## src/rtl/pph_pkg.sv

```systemverilog
package pph_pkg;
    localparam int ADDR_W = 3;

    typedef enum logic [ADDR_W-1:0] {
        REG_CTRL = 3'd0,
        REG_DIR  = 3'd1,
        REG_DATA = 3'd2,
        REG_ALT  = 3'd3,
        REG_STAT = 3'd4
    } reg_sel_e;

    typedef enum logic [1:0] {
        H2F_LOW   = 2'b00,
        H2F_HIGH  = 2'b01,
        H2F_ILOCK = 2'b10,
        H2F_PULSE = 2'b11
    } h2_func_e;

    // control field positions
    localparam int C_SUB_HI = 7;
    localparam int C_H2_DIR = 5;
    localparam int C_FN_HI  = 4;
    localparam int C_FN_LO  = 3;

    // status field positions
    localparam int S_H2_LVL = 5;
    localparam int S_H1_LVL = 4;
    localparam int S_H2S    = 1;
    localparam int S_H1S    = 0;
endpackage

```

## src/rtl/pph_edge.sv

```systemverilog
module pph_edge #(
    parameter int N = 2
) (
    input  logic         clk,
    input  logic         rst_n,
    input  logic [N-1:0] sig,
    output logic [N-1:0] rise
);
    logic [N-1:0] prev_d, prev_q;

    always_comb begin
        prev_d = sig;
    end

    always_ff @(posedge clk) begin
        if (!rst_n) prev_q <= '0;
        else        prev_q <= prev_d;
    end

    for (genvar i = 0; i < N; i++) begin : g_rise
        assign rise[i] = sig[i] & ~prev_q[i];
    end
endmodule

```

## src/rtl/pph_pulse.sv

```systemverilog
module pph_pulse #(
    parameter int LEN = 4
) (
    input  logic clk,
    input  logic rst_n,
    input  logic start,
    output logic active
);
    localparam int CNT_W = $clog2(LEN + 1);
    localparam logic [CNT_W-1:0] LOAD = CNT_W'(LEN);

    logic [CNT_W-1:0] cnt_d, cnt_q;

    always_comb begin
        cnt_d = cnt_q;
        if (start)               cnt_d = LOAD;
        else if (cnt_q != '0)    cnt_d = cnt_q - 1'b1;
    end

    always_ff @(posedge clk) begin
        if (!rst_n) cnt_q <= '0;
        else        cnt_q <= cnt_d;
    end

    assign active = (cnt_q != '0);
endmodule

```

## src/rtl/pph_h2_sel.sv

```systemverilog
module pph_h2_sel
    import pph_pkg::*;
(
    input  logic       sub_hi,
    input  logic       h2_dir,
    input  logic [1:0] fn,
    input  logic       buf_full,
    input  logic       pulse_on,
    output logic       h2_out,
    output logic       h2_oe,
    output logic       mode_ilock,
    output logic       mode_pulse
);
    h2_func_e fn_e;

    always_comb begin
        fn_e       = h2_func_e'(fn);
        h2_oe      = h2_dir;
        mode_ilock = h2_dir && !sub_hi && (fn_e == H2F_ILOCK);
        mode_pulse = h2_dir && !sub_hi && (fn_e == H2F_PULSE);
        h2_out     = 1'b0;
        if (h2_dir) begin
            if (sub_hi) begin
                h2_out = fn[0];
            end else begin
                case (fn_e)
                    H2F_LOW:   h2_out = 1'b0;
                    H2F_HIGH:  h2_out = 1'b1;
                    H2F_ILOCK: h2_out = !buf_full;
                    H2F_PULSE: h2_out = pulse_on;
                    default:   h2_out = 1'b0;
                endcase
            end
        end
    end
endmodule

```

## src/rtl/pph_port.sv

```systemverilog
module pph_port
    import pph_pkg::*;
#(
    parameter int W         = 8,
    parameter int PULSE_LEN = 4
) (
    input  logic              clk,
    input  logic              rst_n,
    input  logic [ADDR_W-1:0] bus_addr,
    input  logic              bus_wr,
    input  logic              bus_rd,
    input  logic [W-1:0]      bus_wdata,
    output logic [W-1:0]      bus_rdata,
    input  logic [W-1:0]      pin_in,
    output logic [W-1:0]      pin_out,
    output logic [W-1:0]      pin_oe,
    input  logic              h1_in,
    input  logic              h2_in,
    output logic              h2_out,
    output logic              h2_oe
);
    typedef struct packed {
        logic [W-1:0] ctrl;
        logic [W-1:0] dir;
        logic [W-1:0] dout;
        logic [W-1:0] latch;
        logic [W-1:0] rdata;
        logic         h1s;
        logic         h2s;
    } state_t;

    state_t s_d, s_q;

    logic [1:0] rise;
    logic       mode_ilock, mode_pulse, hs_mode;
    logic       pulse_on, pulse_start;
    logic       rd_data, wr_stat, h2_pin;
    logic [W-1:0] in_view, stat_view;

    // internal views for the bound checker
    logic [W-1:0] ctrl_q;
    logic         h1s_q, h2s_q;
    assign ctrl_q = s_q.ctrl;
    assign h1s_q  = s_q.h1s;
    assign h2s_q  = s_q.h2s;

    pph_edge #(.N(2)) u_edge (
        .clk   (clk),
        .rst_n (rst_n),
        .sig   ({h2_in, h1_in}),
        .rise  (rise)
    );

    pph_h2_sel u_sel (
        .sub_hi     (s_q.ctrl[C_SUB_HI]),
        .h2_dir     (s_q.ctrl[C_H2_DIR]),
        .fn         (s_q.ctrl[C_FN_HI:C_FN_LO]),
        .buf_full   (s_q.h1s),
        .pulse_on   (pulse_on),
        .h2_out     (h2_out),
        .h2_oe      (h2_oe),
        .mode_ilock (mode_ilock),
        .mode_pulse (mode_pulse)
    );

    pph_pulse #(.LEN(PULSE_LEN)) u_pulse (
        .clk    (clk),
        .rst_n  (rst_n),
        .start  (pulse_start),
        .active (pulse_on)
    );

    always_comb begin
        hs_mode     = mode_ilock | mode_pulse;
        rd_data     = bus_rd && (bus_addr == REG_DATA);
        wr_stat     = bus_wr && (bus_addr == REG_STAT);
        pulse_start = mode_pulse && rd_data && s_q.h1s;
        h2_pin      = h2_oe ? h2_out : h2_in;

        in_view = hs_mode ? s_q.latch : pin_in;

        stat_view           = '0;
        stat_view[S_H2_LVL] = h2_pin;
        stat_view[S_H1_LVL] = h1_in;
        stat_view[S_H2S]    = s_q.h2s;
        stat_view[S_H1S]    = s_q.h1s;

        s_d = s_q;

        if (bus_wr) begin
            case (bus_addr)
                REG_CTRL: s_d.ctrl = bus_wdata;
                REG_DIR:  s_d.dir  = bus_wdata;
                REG_DATA: s_d.dout = bus_wdata;
                default:  ;
            endcase
        end

        // strobe capture and buffer release
        if (hs_mode) begin
            if (rise[0] && !s_q.h1s) begin
                s_d.latch = pin_in;
                s_d.h1s   = 1'b1;
            end
            if (rd_data && s_q.h1s) s_d.h1s = 1'b0;
        end else begin
            s_d.h1s = 1'b0;
        end

        // H2 edge status: write-one clear, edge set, held clear as output
        if (wr_stat && bus_wdata[S_H2S]) s_d.h2s = 1'b0;
        if (!s_q.ctrl[C_H2_DIR] && rise[1]) s_d.h2s = 1'b1;
        if (s_d.ctrl[C_H2_DIR]) s_d.h2s = 1'b0;

        if (bus_rd) begin
            case (bus_addr)
                REG_CTRL: s_d.rdata = s_q.ctrl;
                REG_DIR:  s_d.rdata = s_q.dir;
                REG_DATA: s_d.rdata = (s_q.dout & s_q.dir) | (in_view & ~s_q.dir);
                REG_ALT:  s_d.rdata = pin_in;
                REG_STAT: s_d.rdata = stat_view;
                default:  s_d.rdata = '0;
            endcase
        end
    end

    always_ff @(posedge clk) begin
        if (!rst_n) s_q <= '0;
        else        s_q <= s_d;
    end

    assign bus_rdata = s_q.rdata;
    assign pin_out   = s_q.dout;
    assign pin_oe    = s_q.dir;
endmodule

```

## config.mk

```make
export PLATFORM = sky130hd
export DESIGN_NAME = pph_port
export DESIGN_NICKNAME = d
export VERILOG_FILES = /design/src/rtl/pph_pkg.sv /design/src/rtl/pph_edge.sv /design/src/rtl/pph_pulse.sv /design/src/rtl/pph_h2_sel.sv /design/src/rtl/pph_port.sv
export SDC_FILE = /design/constraint.sdc
export NUM_CORES = 1
export LEC_CHECK = 0
export CORE_ASPECT_RATIO = 0.75
export CORE_MARGIN = 4
export CORE_UTILIZATION = 46
export CTS_CLUSTER_DIAMETER = 120
export DETAILED_ROUTE_END_ITERATION = 7
export GPL_TIMING_DRIVEN = 0
export PLACE_DENSITY = 0.83
export SLEW_MARGIN = 25
export SYNTH_ARGS = -nofsm -noshare
export SYNTH_HDL_FRONTEND = slang
export SYNTH_SLANG_ARGS = --single-unit
```

## constraint.sdc

```tcl
create_clock -name clk -period 1.4 [get_ports clk]
set_input_delay 0.21 -clock clk [delete_from_list [all_inputs] [get_ports clk]]
set_output_delay 0.21 -clock clk [all_outputs]
set_load 0.02 [all_outputs]
```

* Word level (Yosys, flattened, before mapping)
Cells that the tools add are included.
W data, S select, Z words.
** Storage, ports and cells
- Register bits :: 47
- Bits of input ports :: 25
** Cells by class
- $add $sub $neg :: 1
- Equality and inequality tests :: 7
- Mux-type cells :: 14
- Bitwise logic cells :: 11
- Reduce and logical (&&, ||, !) cells :: 26
** Operators with widths (count)
- $pmux W8 S5 :: 1
- $mux W8 :: 3
- $mux W22 :: 1
- $and A8 B8 Y8 :: 2
- $logic_and A1 B1 Y1 :: 11
- $not A8 Y8 :: 1
- $or A8 B8 Y8 :: 1
- $reduce_and A2 Y1 :: 4
- $eq A3 B2 Y1 const B :: 2
- $mux W3 :: 2
- $mux W6 :: 1
- $mux W1 :: 5
- $eq A2 B2 Y1 const B :: 2
- $not A1 Y1 :: 4
- $pmux W1 S4 :: 1
- $reduce_bool A2 Y1 :: 2
- $reduce_or A2 Y1 :: 2
- $eq A3 B1 Y1 const B :: 1
- $eq A3 B3 Y1 const B :: 1
- $logic_not A1 Y1 :: 3
- $logic_not A3 Y1 :: 1
- $reduce_bool A3 Y1 :: 1
- $reduce_or A3 Y1 :: 1
- $sub A3 B1 Y3 const B :: 1
- other kinds (4) :: 5

* Depth between registers and ports, before layout
Gate-level depths: netlist of run 1.
- Word-level depth :: 8
- Mapped depth :: 7
- Mapped depth without buffers :: 7

* Modules after synthesis
A second synthesis of run 1 with hierarchy kept.
** Second synthesis, totals
- Cells, all modules :: 303
- Area, all modules :: 2638.8 um^2
** By module, submodules not included
- pph_port :: instances 1, cells an instance 273, area each 2337.2 um^2
- pph_pulse :: instances 1, cells an instance 18, area each 167.7 um^2
- pph_edge :: instances 1, cells an instance 6, area each 80.1 um^2
- pph_h2_sel :: instances 1, cells an instance 6, area each 53.8 um^2

* Worst setup path before layout of run 1
No wires, ideal clock.
- Path kind :: reg-to-reg
- Start :: register u_pulse.cnt_q[0]
- End :: register s_q (netlist bit bus_rdata[5])
- Library setup time :: 0.091 ns
- Data arrival time :: 1.435 ns
- Slack :: -0.126 ns
- Cell stages (with the launch flop) :: 8
- Buffers on the path :: 0
- Cells stage by stage :: dfxtp_1 inv_1 ha_1 nand2b_1 o21ai_0 a21boi_2 o21ai_0 a311oi_1
** On the way
- Cells in the longest elaborated chain, start to end :: 6
** RTL lines
- from (decl) :: line pph_pulse.sv:12 : logic [CNT_W-1:0] cnt_d, cnt_q;
- from (signal assigned) :: line pph_pulse.sv:22 : else cnt_q <= cnt_d;
- $reduce_bool A3 Y1 :: line pph_pulse.sv:25 : assign active = (cnt_q != '0);
- $pmux W1 S4 :: line pph_h2_sel.sv:26 : case (fn_e)
- $mux W1 :: line pph_h2_sel.sv:23 : if (sub_hi) begin
- $mux W1 :: line pph_h2_sel.sv:22 : if (h2_dir) begin
- via h2_out :: line pph_port.sv:19 : output logic h2_out,
- $mux W1 :: line pph_port.sv:78 : h2_pin = h2_oe ? h2_out : h2_in;
- $pmux W8 S5 :: line pph_port.sv:116 : case (bus_addr)
- to (signal assigned) :: line pph_port.sv:128 : if (!rst_n) s_q <= '0;
- to (signal assigned) :: line pph_port.sv:129 : else s_q <= s_d;
- to (decl) :: line pph_port.sv:32 : state_t s_d, s_q;
The timed path passes the listed nets, and every way through them passes these cells.
A chain may end at the register's enable or synchronous reset.

* Worst setup path in the final report of run 1
- Start :: register s_q (netlist bit ctrl_q[7])
- End :: register s_q (netlist bit bus_rdata[4])
** On the way
- Cells in the longest elaborated chain, start to end :: 8
** RTL lines
- $logic_not A1 Y1 * :: line pph_h2_sel.sv:19, pph_h2_sel.sv:20
- $logic_and A1 B1 Y1 * :: line pph_h2_sel.sv:19, pph_h2_sel.sv:20
- $logic_and A1 B1 Y1, on equally long branches :: line pph_h2_sel.sv:19, pph_h2_sel.sv:20
- $or A1 B1 Y1 * :: line pph_port.sv:74 : hs_mode = mode_ilock | mode_pulse;
- $mux W8 * :: line pph_port.sv:80 : in_view = hs_mode ? s_q.latch : pin_in;
- $and A8 B8 Y8 * :: line pph_port.sv:119 : REG_DATA: s_d.rdata = (s_q.dout & s_q.dir) | (in_view & ~s_q.dir);
- $or A8 B8 Y8 * :: line pph_port.sv:119
- $pmux W8 S5 * :: line pph_port.sv:116
Every way passes the cells marked *; elsewhere a longest branch is shown, timed or not.

==> results of run 1 <==
## kinds of logic (layout without fill, tap and decap cells)
logic type	count (synthesis)	after routing
flops	47	47
buf+inv	44	105
fa+ha+maj	2	2
mux	26	26
xor+xnor	1	1
simple gates	103	103
compound gates	55	55
## timing repair
item / 4_1_cts / 5_1_grt
pin swaps: 6 / 6
resized for setup: 53 / 32
setup endpoints to repair: 70 / 38
cloned: 1 / 0
buffers inserted: 4 / 0
## per-stage QoR
step                      power [W]  cells  instance area (µm²)  utilization, %   TNS, ns
after floorplan             0.00186    278                 2500               -  -0.00216
after CTS                   0.00289    411                 3220            63.6     -1.31
after detailed placement    0.00207    400                 3090            61.1    -20.78
after global placement      0.00206    400                 3090            61.1    -19.85
after global routing        0.00305    411                 3320            65.5     -2.16
final                       0.00291    411                 3320            65.5     -1.59
## Yosys cell counts (2+ instances only)
library cell,n
a222oi_1,7
nand2_1,38
a21o_2,3
nor3b_1,2
buf_2,5
inv_1,5
buf_4,25
dfxtp_1,47
and2_1,5
ha_1,2
o21ai_0,7
a21o_1,4
a221oi_1,3
a21boi_0,17
nor3_1,7
nand3_1,3
or2_1,2
a211oi_1,4
nand2b_1,3
a211o_1,4
nor2_1,13
clkbuf_1,6
a21oi_1,2
nand3b_1,2
buf_6,2
mux2i_1,25
nor2b_1,20
## sequential cells by signal, summed over array words and instances, names as in the netlist
signal and count:
u_pulse.cnt_q 3, h2s_q 1, h1s_q 1, bus_rdata 8, pin_out 8, pin_oe 8
u_edge.prev_q 2, ctrl_q 8, s_q 8
## worst min-delay path by stage
stage	slack [ns]	cells past startpoint	end
after CTS	0.47	1	bus_rdata[6]
after floorplan	0.33	1	u_edge.prev_q[0]
after global placement	0.45	1	bus_rdata[6]
after global routing	0.51	1	bus_rdata[6]
after detailed placement	0.45	1	bus_rdata[6]
final	0.47	1	bus_rdata[6]
## metal layers
layer  wire, µm  vias up
met5          0        -
met4         70        0
met3        591        8
met2       3000      105
met1       3080     1057
li1           -     1058
## worst max-delay path: stages, from the launching register on
cell      delay (ns)
dfxtp_2         0.35
buf_4           0.15
nand3b_1        0.22
buf_6           0.19
mux2i_2         0.20
nor3_2          0.07
a221oi_2        0.21
a211oi_1        0.12
## power breakdown
group,switching [W],internal (W),leakage [nW]
clock,0.000493,0.000357,0.0443
combinational,0.000295,0.000312,1.02
sequential,0.0000507,0.00141,0.388
## final cells by class
| type | instances | area [µm²] |
|---|---|---|
| sequential | 47 | 957 |
| clock buffer | 5 | 68.8 |
| fill | 430 | 1750 |
| timing repair buffer | 55 | 512 |
| multi-input combinational | 187 | 1370 |
| inverter | 5 | 18.8 |
| buffer | 37 | 280 |
| tap | 72 | 90.1 |
| clock inverter | 3 | 25.0 |
==> results.toml, run 1 <==
[final_layout]
layout_common_cells = "38 x nand2_1, 34 x dfxtp_1, 30 x buf_4"
antennaDiodeCount = 0
most_common_cell_after_layout_fill_and_taps_aside = "nand2_1"
finalNetCount = 365
areaGrowthSynthToFinish_pct = 33.3
drive_gt1_share_pct = 27.7

[sta]
hold_ws_ns = 0.471
final_min_period_over_clock_period_pct = 118
grt_setup_unrepaired = "true"
clock.fmax_mhz = 606
hold_viol = 0
maxSlewHeadroom_pct = 58.7
worst_max_slew_pin_slew_ns = 0.613
timing.final.ws_setup_ns = -0.249
fin_crit_ns = 1.65
timing.clock.skew_ns = 0.00914
timing.final.max_slew_violations = 0
final-setup-viol-count = 9

[worst_hold_path]
worstHoldStart = "bus_rdata[6]"
hold_class = "reg2reg"

[floorplan]
fp.dieArea_um2 = 6660
core_region_area_um2 = 5060
top_level_ports = 51
floorplan.rows = 22
die_h_um = 71.7
die_width_um = 92.9
initial_utilization_pct = 49.1

[global_routing]
grt_start_max_net_pins = 17
wire_length_of_the_first_global_routing_pass_mm = 10.5
busiest_layer = "met2"
grt_antenna_before_repair = 0
number_of_global_route_vias_before_repair = 2131
grt.met2_usage_pct = 30.3
grt_use_met1_pct = 28.4
grt_util_met3_pct = 5.04
groute.usage.overall_pct = 20.2
gr-total-overflow = 0

[route]
vias_per_cell = 5.42
detail_route.iter0.violations = 248
detail_route.wirelength_mm = 6.74
wl_per_cell_um = 16.4
drt_first_pass_iters = 6
drc_errors = 0
dr_total_vias = 2228
ant_nets = 0

[synth]
proportion_of_register_bits_with_asynchronous_set_or_reset_after_synthesis_pct = 0
synth_adder_area_share_pct = 1.01
synth_compound_area_share_pct = 17.3
synth_seq_cells = 47
synth-edff-count = 0
synth_simple_gate_area_share_pct = 21.1
ys.warnings.count = 0
synth.cell_area_um2 = 2490
synth_largest_area_cell = "dfxtp_1"
synth_cells = 278
synth_area_leaders = "dfxtp_1 38%, mux2i_1 10%, buf_4 7.5%, nand2_1 5.7%, a21boi_0 5.1%"
largest_family_of_logic_cells_by_synthesized_area = "simple AND/OR/NAND/NOR gates"
synth.lib_cells_used.distinct = 42
synth.net_count = 305
synth.yosys.seq_area_share_pct = 37.8
synth_top_flop_cell = "dfxtp_1"
mean_post_synth_cell_area_um2 = 8.95
post_synth_xor_area_fraction_pct = 0.352
post_synth_mux_area_share_pct = 10.5
yosysTopAreaCellShare_pct = 37.8

[setup_path]
reg2reg_depth = 7
crit_path_start_kind = "register"
setup.worst_path.start = "ctrl_q[7]"
arrival_ns = 1.81
critical_path.endpoint_type = "register"
worst-endpoint-required_ns = 1.56
critPathKind = "reg2reg"
regToRegEndpoint = "bus_rdata[4]"
reg2reg_slack_ns = -0.25
crit_path_max_fanout = 5
launching_point_of_the_worst_reg2reg_path = "ctrl_q[7]"
cp-endpoint = "bus_rdata[4]"

[placed_design]
placement.setup.worst_slack_ns = -0.546
hpwl_mm = 4.79
gp_congestion = 0.864
io_buffers = 50

[clock_network]
cts_max_path_buffers = 2
cts_root_buffer = "clkbuf_8"
cts.sink_count = 47
cts_tree = "built"
cts_hold_buffers = 0
h-tree-depth = 2
clk_pin_slew_ns = 0.10
tritoncts.num_buffers = 5
insertion_delay_ns = 0.31

[pwr]
ir_drop_uv = 608
pwr_density_cell_nw_per_um2 = 879
p_leak_nw = 1.46

[run_status]
run_status = "finished with violations"
failed_checks = "setup timing"

[job]
drv_cap = 0
Note: power is estimated with default switching activity, not from simulation.
==> run 2, diff against run 1 <==
- MAX_ROUTING_LAYER: unset -> met4
==> run 2 against run 1 <==
The flow still finishes with violations (setup timing); via count is 0.22% lower; clock power is 0.6% lower; cell count stayed put; global-route usage is 0.63 points higher; largest cell class unchanged; largest power group unchanged.
==> results.toml, run 2 (same netlist as run 1, synthesis figures left out) <==
[run_status]
run_status = "finished with violations"
failed_checks = "setup timing"

[setup_path]
launching_point_of_the_worst_reg2reg_path = "ctrl_q[7]"
crit_path_start_kind = "register"
worst-endpoint-required_ns = 1.56
reg2reg_slack_ns = -0.26
crit_path_max_fanout = 5
arrival_ns = 1.82
setup.worst_path.start = "ctrl_q[7]"
critical_path.endpoint_type = "register"
critPathKind = "reg2reg"
reg2reg_depth = 7
regToRegEndpoint = "bus_rdata[4]"

[final_layout]
layout.core_utilization_pct = 65.5
finalNetCount = 365
drive_gt1_share_pct = 27.7
layout_common_cells = "38 x nand2_1, 34 x dfxtp_1, 30 x buf_4"
final_instance_area_um2 = 3320
areaGrowthSynthToFinish_pct = 33.3
antennaDiodeCount = 0
most_common_cell_after_layout_fill_and_taps_aside = "nand2_1"

[floorplan]
die_h_um = 71.7
core_region_area_um2 = 5060
die_width_um = 92.9
fp.dieArea_um2 = 6660
top_level_ports = 51
floorplan.rows = 22
initial_utilization_pct = 49.1

[sta]
fin_crit_ns = 1.66
hold_viol = 0
maxSlewHeadroom_pct = 59.4
timing.final.max_slew_violations = 0
worst_max_slew_pin_slew_ns = 0.602
grt_setup_unrepaired = "true"
tns_ns = -1.61
clock.fmax_mhz = 603
final_min_period_over_clock_period_pct = 118
timing.clock.skew_ns = 0.00882
final-setup-viol-count = 9
timing.final.ws_setup_ns = -0.258

[route]
dr_total_vias = 2223
m1WireLength_mm = 3.15
drt_first_pass_iters = 5
wl_per_cell_um = 16.4
detail_route.wirelength_mm = 6.74
maxUsedRoutingLayer = "met4"
met2WireLength_mm = 3.01
detailroute.wirelength.met3_um = 505
vias_per_cell = 5.41
detail_route.iter0.violations = 181
drc_errors = 0
ant_nets = 0

[pwr]
pwr_density_cell_nw_per_um2 = 877
p_leak_nw = 1.46
ir_drop_uv = 607

[placed_design]
place_area_um2 = 3090
gp_congestion = 0.878
hpwl_mm = 4.79
io_buffers = 50

[worst_hold_path]
hold_class = "reg2reg"
worstHoldStart = "bus_rdata[6]"
whs_path_depth = 1
hold_end = "bus_rdata[6]"

[job]
drv_cap = 0

[clock_network]
cts_hold_buffers = 0
cts_root_buffer = "clkbuf_8"
clk_pin_slew_ns = 0.09
cts_max_path_buffers = 2
h-tree-depth = 2
cts_tree = "built"
insertion_delay_ns = 0.31
tritoncts.num_buffers = 5
cts.sink_count = 47

[global_routing]
gr-total-overflow = 0
grt_antenna_before_repair = 0
groute.usage.overall_pct = 20.8
grt_start_max_net_pins = 17
wire_length_of_the_first_global_routing_pass_mm = 10.5
number_of_global_route_vias_before_repair = 2132
-- run 2: repair_timing --
action                                 4_1_cts  5_1_grt
buffers inserted                             4        0
setup endpoints to repair                   70       38
pin swaps                                    6        6
cloned                                       1        0
endpoints found under the hold margin        0        0
gates resized for setup                     53       32
-- run 2: worst max path at each step --
| stage | to | slack [ns] | cells after the start |
|---|---|---|---|
| after floorplan | bus_rdata[5] | -0.002 | 5 |
| after global placement | bus_rdata[7] | -0.54 | 7 |
| after CTS | h2_out | -0.28 | 4 |
| after global routing | h2_out | -0.28 | 4 |
| after detailed placement | bus_rdata[7] | -0.55 | 7 |
| final | bus_rdata[4] | -0.26 | 7 |
-- run 2: critical path, cell delays in order (launching register included) --
cell	delay [ns]
dfxtp_2	0.34
buf_4	0.15
nand3b_1	0.22
buf_6	0.19
mux2i_2	0.20
nor3_2	0.07
a221oi_2	0.20
a211oi_1	0.12
-- run 2: where the power goes --
group	switching, W	total, W	internal [W]
sequential	0.0000504	0.00146	0.00141
clock	0.000489	0.000846	0.000357
combinational	0.000296	0.000608	0.000312
total	0.000835	0.00291	0.00207
-- run 2: metal layers --
layer / vias up / track usage (%)
met2: 94 / 30.5
met3: 10 / 5.04
met4: 0 / 6.34
li1: 1061 / -
met1: 1058 / 28.3
met5: - / -
-- run 2: layout make-up --
type	instances	area, µm²
timing repair buffer	55	512
tap	72	90.1
clock inverter	3	25.0
buffer	37	280
clock buffer	5	68.8
multi-input combinational	187	1370
sequential	47	957
fill	430	1750
inverter	5	18.8
-- run 2: metrics by stage --
step | setup slack, ns | std cells | hold WS, ns | total power [W]
finish | -0.258 | 411 | 0.471 | 0.00291
global route | -0.282 | 411 | 0.506 | 0.00305
CTS | -0.275 | 411 | 0.473 | 0.00289
floorplan | -0.00216 | 278 | 0.332 | 0.00186
detailed placement | -0.546 | 400 | 0.452 | 0.00207
global placement | -0.543 | 400 | 0.451 | 0.00206
